--- src/rtl/iommu_dbg_pkg.sv ---
package iommu_dbg_pkg;
  localparam int REG_W     = 64;
  localparam int ADDR_W    = 12;
  localparam int PID_W     = 20;
  localparam int DID_W     = 24;
  localparam int CAUSE_W   = 12;

  localparam logic [ADDR_W-1:0] OFF_CAP  = 12'h000;
  localparam logic [ADDR_W-1:0] OFF_IOVA = 12'h258;
  localparam logic [ADDR_W-1:0] OFF_CTL  = 12'h260;
  localparam logic [ADDR_W-1:0] OFF_RSP  = 12'h268;

  localparam int CAP_DBG_BIT = 31;
  localparam int CTL_GO      = 0;
  localparam int CTL_NW      = 3;
  localparam int CTL_PID_LO  = 12;
  localparam int CTL_DID_LO  = 40;

  localparam int RSP_FAULT   = 0;
  localparam int RSP_SP      = 9;
  localparam int RSP_CAUSE_LO = 10;
  localparam int RSP_PPN_LO  = 10;
  localparam int RSP_PPN_HI  = 53;
  localparam int PAGE_SHIFT  = 12;

  localparam logic [CAUSE_W-1:0] CAUSE_DMA_OFF = 12'd256;

  typedef struct packed {
    logic [DID_W-1:0] did;
    logic [PID_W-1:0] pid;
    logic             nw;
    logic             go;
  } ctl_t;

  function automatic logic [REG_W-1:0] ctl_pack(ctl_t c);
    logic [REG_W-1:0] w;
    w = '0;
    w[CTL_GO] = c.go;
    w[CTL_NW] = c.nw;
    w[CTL_PID_LO +: PID_W] = c.pid;
    w[CTL_DID_LO +: DID_W] = c.did;
    return w;
  endfunction

  function automatic ctl_t ctl_unpack(logic [REG_W-1:0] w);
    ctl_t c;
    c.go  = w[CTL_GO];
    c.nw  = w[CTL_NW];
    c.pid = w[CTL_PID_LO +: PID_W];
    c.did = w[CTL_DID_LO +: DID_W];
    return c;
  endfunction
endpackage

--- src/rtl/iommu_dbg_rsp.sv ---
module iommu_dbg_rsp
  import iommu_dbg_pkg::*;
(
  input  logic               ctx_miss_i,
  input  logic               fault_i,
  input  logic [CAUSE_W-1:0] cause_i,
  input  logic [REG_W-1:0]   pa_i,
  output logic [REG_W-1:0]   word_o
);
  localparam logic [REG_W-1:0] PPN_MASK =
    ((REG_W'(1) << (RSP_PPN_HI + 1)) - REG_W'(1)) & ~((REG_W'(1) << RSP_PPN_LO) - REG_W'(1));

  logic [REG_W-1:0] flt_word;
  logic [REG_W-1:0] ok_word;
  logic [CAUSE_W-1:0] sel_cause;

  always_comb begin
    sel_cause = ctx_miss_i ? CAUSE_DMA_OFF : cause_i;
    flt_word  = '0;
    flt_word[RSP_FAULT] = 1'b1;
    flt_word[RSP_CAUSE_LO +: CAUSE_W] = sel_cause;
    ok_word   = (pa_i >> PAGE_SHIFT) & PPN_MASK;
    ok_word[RSP_SP]    = 1'b0;  // no superpages
    ok_word[RSP_FAULT] = 1'b0;
    word_o = (ctx_miss_i || fault_i) ? flt_word : ok_word;
  end
endmodule

--- src/rtl/iommu_dbg_seq.sv ---
module iommu_dbg_seq (
  input  logic clk_i,
  input  logic rst_ni,
  input  logic launch_i,
  input  logic rsp_valid_i,
  output logic req_o,
  output logic done_o
);
  typedef enum logic {S_IDLE, S_WAIT} state_e;
  state_e state_q, state_d;

  always_comb begin
    state_d = state_q;
    done_o  = 1'b0;
    unique case (state_q)
      S_IDLE: if (launch_i) state_d = S_WAIT;
      S_WAIT: if (rsp_valid_i) begin
        done_o  = 1'b1;
        state_d = S_IDLE;
      end
      default: state_d = S_IDLE;
    endcase
  end

  always_ff @(posedge clk_i or negedge rst_ni)
    if (!rst_ni) state_q <= S_IDLE;
    else         state_q <= state_d;

  assign req_o = (state_q == S_WAIT);
endmodule

--- src/rtl/iommu_dbg_regs.sv ---
module iommu_dbg_regs
  import iommu_dbg_pkg::*;
#(
  parameter logic [REG_W-1:0] CAP_BASE = '0
) (
  input  logic              clk_i,
  input  logic              rst_ni,
  input  logic              we_i,
  input  logic [ADDR_W-1:0] addr_i,
  input  logic [REG_W-1:0]  wdata_i,
  output logic [REG_W-1:0]  rdata_o,
  input  logic              done_i,
  input  logic [REG_W-1:0]  rsp_word_i,
  output logic              launch_o,
  output logic              busy_o,
  output logic [REG_W-1:0]  iova_o,
  output ctl_t              ctl_o,
  output logic [REG_W-1:0]  rsp_o
);
  localparam logic [REG_W-1:0] CAP_VAL = CAP_BASE | (REG_W'(1) << CAP_DBG_BIT);

  logic [REG_W-1:0] iova_q, rsp_q;
  ctl_t             ctl_q, wr_ctl;
  logic             iova_we;

  assign busy_o   = ctl_q.go;
  assign wr_ctl   = ctl_unpack(wdata_i);
  assign iova_we  = we_i && (addr_i == OFF_IOVA) && !ctl_q.go;
  assign launch_o = we_i && (addr_i == OFF_CTL) && wr_ctl.go && !ctl_q.go;

  always_ff @(posedge clk_i or negedge rst_ni) begin
    if (!rst_ni) begin
      iova_q <= '0;
      ctl_q  <= '0;
      rsp_q  <= '0;
    end else begin
      if (iova_we)  iova_q <= wdata_i;
      if (launch_o) ctl_q  <= wr_ctl;
      else if (done_i) ctl_q.go <= 1'b0;
      if (done_i)   rsp_q  <= rsp_word_i;
    end
  end

  always_comb begin
    unique case (addr_i)
      OFF_CAP:  rdata_o = CAP_VAL;
      OFF_IOVA: rdata_o = iova_q;
      OFF_CTL:  rdata_o = ctl_pack(ctl_q);
      OFF_RSP:  rdata_o = rsp_q;
      default:  rdata_o = '0;
    endcase
  end

  assign iova_o = iova_q;
  assign ctl_o  = ctl_q;
  assign rsp_o  = rsp_q;
endmodule

--- src/rtl/iommu_dbg_xlate.sv ---
module iommu_dbg_xlate
  import iommu_dbg_pkg::*;
#(
  parameter logic [REG_W-1:0] CAP_BASE = '0
) (
  input  logic               clk_i,
  input  logic               rst_ni,
  input  logic               reg_we_i,
  input  logic [ADDR_W-1:0]  reg_addr_i,
  input  logic [REG_W-1:0]   reg_wdata_i,
  output logic [REG_W-1:0]   reg_rdata_o,
  output logic               xl_req_o,
  output logic [REG_W-1:0]   xl_iova_o,
  output logic [DID_W-1:0]   xl_did_o,
  output logic [PID_W-1:0]   xl_pid_o,
  output logic               xl_rdonly_o,
  input  logic               xl_rsp_valid_i,
  input  logic               xl_ctx_miss_i,
  input  logic               xl_fault_i,
  input  logic [CAUSE_W-1:0] xl_cause_i,
  input  logic [REG_W-1:0]   xl_pa_i
);
  logic             launch, busy, done;
  logic [REG_W-1:0] rsp_word, rsp_q;
  ctl_t             ctl_q;

  iommu_dbg_regs #(.CAP_BASE(CAP_BASE)) u_regs (
    .clk_i, .rst_ni,
    .we_i(reg_we_i), .addr_i(reg_addr_i), .wdata_i(reg_wdata_i), .rdata_o(reg_rdata_o),
    .done_i(done), .rsp_word_i(rsp_word),
    .launch_o(launch), .busy_o(busy), .iova_o(xl_iova_o), .ctl_o(ctl_q), .rsp_o(rsp_q)
  );

  iommu_dbg_seq u_seq (
    .clk_i, .rst_ni, .launch_i(launch), .rsp_valid_i(xl_rsp_valid_i),
    .req_o(xl_req_o), .done_o(done)
  );

  iommu_dbg_rsp u_rsp (
    .ctx_miss_i(xl_ctx_miss_i), .fault_i(xl_fault_i), .cause_i(xl_cause_i),
    .pa_i(xl_pa_i), .word_o(rsp_word)
  );

  assign xl_did_o    = ctl_q.did;
  assign xl_pid_o    = ctl_q.pid;
  assign xl_rdonly_o = ctl_q.nw;
endmodule

--- config.mk ---
export PLATFORM = sky130hd
export DESIGN_NAME = iommu_dbg_xlate
export DESIGN_NICKNAME = d
export VERILOG_FILES = /design/src/rtl/iommu_dbg_pkg.sv /design/src/rtl/iommu_dbg_rsp.sv /design/src/rtl/iommu_dbg_seq.sv /design/src/rtl/iommu_dbg_regs.sv /design/src/rtl/iommu_dbg_xlate.sv
export SDC_FILE = /design/constraint.sdc
export NUM_CORES = 1
export LEC_CHECK = 0
export BUFFER_PORTS_ARGS = -buffer_cell sky130_fd_sc_hd__clkbuf_2
export CORE_MARGIN = 2
export CORE_UTILIZATION = 40
export CTS_CLUSTER_DIAMETER = 80
export DETAILED_ROUTE_END_ITERATION = 16
export MAX_ROUTING_LAYER = met4
export PLACE_DENSITY = 0.7
export SKIP_CTS_REPAIR_TIMING = 1
export SLEW_MARGIN = 20
export SYNTH_ARGS = -nofsm -noshare
export SYNTH_HDL_FRONTEND = slang
export SYNTH_SLANG_ARGS = --single-unit
export TNS_END_PERCENT = 5
--- constraint.sdc ---
create_clock -name clk_i -period 3 [get_ports clk_i]
set_clock_uncertainty 0.1 [all_clocks]
set_input_delay 0.45 -clock clk_i [delete_from_list [all_inputs] [get_ports clk_i]]
set_output_delay 0.45 -clock clk_i [all_outputs]
set_load 0.01 [all_outputs]
==> flow_metrics.env <==
export IMPL_status="completed"
export IMPL_seq_area_frac_synth_pct=53.4
export IMPL_cts_made_buffers=17
export IMPL_areaGrowthSynthToFinish_pct=33.5
export IMPL_firstDrtPassIters=4
export IMPL_holdCritPathClass="in -> reg"
export IMPL_pwr_share_seq_pct=45.6
export IMPL_drv_slew=0
export IMPL_ys_ff_latch=154
export IMPL_hp_start="xl_pa_i[63]"
export IMPL_vdd_drop_max_v=0.000376
export IMPL_arrival_ns=1.98
export IMPL_rows=49
export IMPL_grt_overflow=0
export IMPL_dieArea_um2=19100
export IMPL_place_congestion=0.831
export IMPL_final_cell_mix="308 x clkbuf_2, 154 x dfrtp_1, 67 x nand4_1"
export IMPL_switchingPower_mw=1.05
export IMPL_clkPwrFrac_pct=49.6
export IMPL_place_inst=1073
export IMPL_p_int_mw=3.53
export IMPL_timing_rr_start="u_regs.busy_o"
export IMPL_hpwl_mm=14.9
export IMPL_crit_required_ns=2.45
export IMPL_io_buffers=309
export IMPL_power_density_nw_per_um2=475
export IMPL_cp_end_kind="output pin"
export IMPL_rsz0062_at_grt="no"
export IMPL_critPathMaxFanout=14
export IMPL_grt_pass1_vias=5911
export IMPL_syn_cell_area_um2=7220
export IMPL_grt_pass1_wl_mm=33.2
export IMPL_vias_per_cell=5.40
export IMPL_instances_no_fill=1106
export IMPL_insertion_delay_ns=0.42
export IMPL_final_setup_tns_ns=0
export IMPL_die_w_um=138
export IMPL_timing_slew_headroom_pct=53.0
export IMPL_start_kind="primary input"
export IMPL_syn_nets=731
export IMPL_synth_cells=573
export IMPL_antenna_left=0
export IMPL_cts_buffer_depth=2
export IMPL_drt_iter0_markers=349
export IMPL_avgSynthCellArea_um2=12.6
export IMPL_worst_pin_slew_ns=0.705
export IMPL_cts_tree="done"
export IMPL_antenna_found_initial=0
export IMPL_switching_share_pct=22.9
export IMPL_cts_root_buf="clkbuf_16"
export IMPL_synth_distinct_cells=32
export IMPL_ios=332
export IMPL_dieHeight_um=138
export IMPL_wl_per_cell_um=19.5
export IMPL_yosys_warnings=0
export IMPL_mostFrequentLayoutCell="clkbuf_2"
export IMPL_finalWirelength_mm=21.5
export IMPL_worstSetupStartpoint="reg_addr_i[2]"
export IMPL_combPwrFrac_pct=4.8
export IMPL_grt_start_max_net_pins=75
export IMPL_htreeDepth=4
export IMPL_core_area_um2=17800
export IMPL_setup_violations=0
export IMPL_period_share_pct=84.4
export IMPL_track_usage_pct=22.7
export IMPL_finalHoldViolCount=0
export IMPL_max_cap_violations=0
export IMPL_start_util_pct=40.5
export IMPL_clk_pin_slew_ns=0.07
export IMPL_max_freq_ghz=0.395
export IMPL_drive_above_1_share_pct=53.9
export IMPL_clock_sinks=154
export IMPL_finalNetCount=1022
export IMPL_period_minus_slack_ns=2.53
export IMPL_leakage_nw=5.44
export IMPL_vias=5974
export IMPL_num_antenna_cells=0
export IMPL_critPathKind="in -> out"
export IMPL_drcViolationCount=0
flip-flops by register name, summed over array words and instances, names as in the netlist:
signal	cells
u_regs.iova_o	64
u_regs.ctl_o	45
u_regs.rsp_o	43
u_regs.busy_o	1
u_seq.req_o	1
critical path, cell delays in order:
cell	delay (ns)
clkbuf_2	0.10
nor4_1	0.45
and2_1	0.27
and3_1	0.17
buf_4	0.22
a22o_1	0.19
clkbuf_2	0.13
area by class of cell:
type | instances | area [um2]
sequential | 154 | 3850
clock inverter | 14 | 185
multi-input combinational | 364 | 3100
fill | 1589 | 8200
timing repair buffer | 327 | 1780
clock buffer | 18 | 439
tap | 229 | 287
synth_stat cells:
master    count  share of area (%)
nand4_4       1               0.29
o21ai_0      12               0.83
buf_2         5               0.35
nand4_1      67                5.8
and2_1       10               0.87
dfrtp_1     154                 53
a221o_1       1               0.14
mux2_4       60                 12
mux2i_1      12                1.7
and4_1        1               0.12
mux2_1        3               0.47
nand3_1      32                2.2
and3_1        4               0.35
a211oi_1      1               0.10
nor3b_1       1               0.10
clkbuf_2      1              0.069
a22o_1       53                6.4
buf_1         2               0.10
nand2_1      48                2.5
nor2_1        2               0.10
a21oi_1       1              0.069
nor3_1        2               0.14
nor4b_1       1               0.12
buf_4         2               0.21
nor2b_1       2               0.17
nor4b_2       1               0.21
mux2_2       46                7.2
clkbuf_1     36                1.9
nor4_1        1              0.087
or2_2         1              0.087
nor3_2        1               0.14
buf_6         9                1.4
layer usage:
metal  vias up  GRT usage, %  part of all wire (%)
met2       271          35.7                    47
met5         -             -                     0
met3        44          5.33                   6.1
met1      2927          28.8                    44
li1       2732             -                     -
met4         0          8.49                   2.8
final timing paths:
check | cells after the start | slack, ns | to
min in group asynchronous | 2 | 0.52 | u_regs.iova_o[38]
min | 2 | 0.13 | u_regs.rsp_o[51]
max in group asynchronous | 3 | 1.48 | u_regs.ctl_o[38]
max | 7 | 0.47 | reg_rdata_o[56]
min reg2reg | 2 | 0.39 | u_regs.rsp_o[17]
max reg2reg | 4 | 1.25 | u_regs.ctl_o[24]
per-stage QoR:
stage | utilization (%) | instance area [um2] | power (mW) | setup WS [ns] | hold WS [ns]
3_3_place_gp | 50.5 | 9010 | 2.34 | 0.493 | 0.364
6_report | 54.0 | 9640 | 4.58 | 0.467 | 0.134
5_1_grt | 54.0 | 9640 | 4.75 | 0.380 | 0.121
4_1_cts | 54.0 | 9630 | 4.63 | 0.464 | -0.0344
2_1_floorplan | - | 7220 | 2.18 | 0.700 | 0.0544
3_5_place_dp | 50.5 | 9010 | 2.35 | 0.479 | 0.375
power by group through the flow:
stage          clock (mW)  sequential, mW  combinational [mW]
4_1_cts              2.32            2.09               0.224
6_report             2.27            2.09               0.221
5_1_grt              2.41            2.09               0.245
2_1_floorplan           0            2.13              0.0515
3_3_place_gp            0            2.13               0.219
3_5_place_dp            0            2.13               0.224
logic make-up after synthesis:
group | Yosys count | synth area share [%]
and+or+nand+nor | 175 | 13.3
DFF | 154 | 53.4
muxes | 121 | 21.8
AOI/OAI and AO/OA | 68 | 7.57
buffers and inverters | 55 | 4.00
Power figures use the tool's default switching activity.
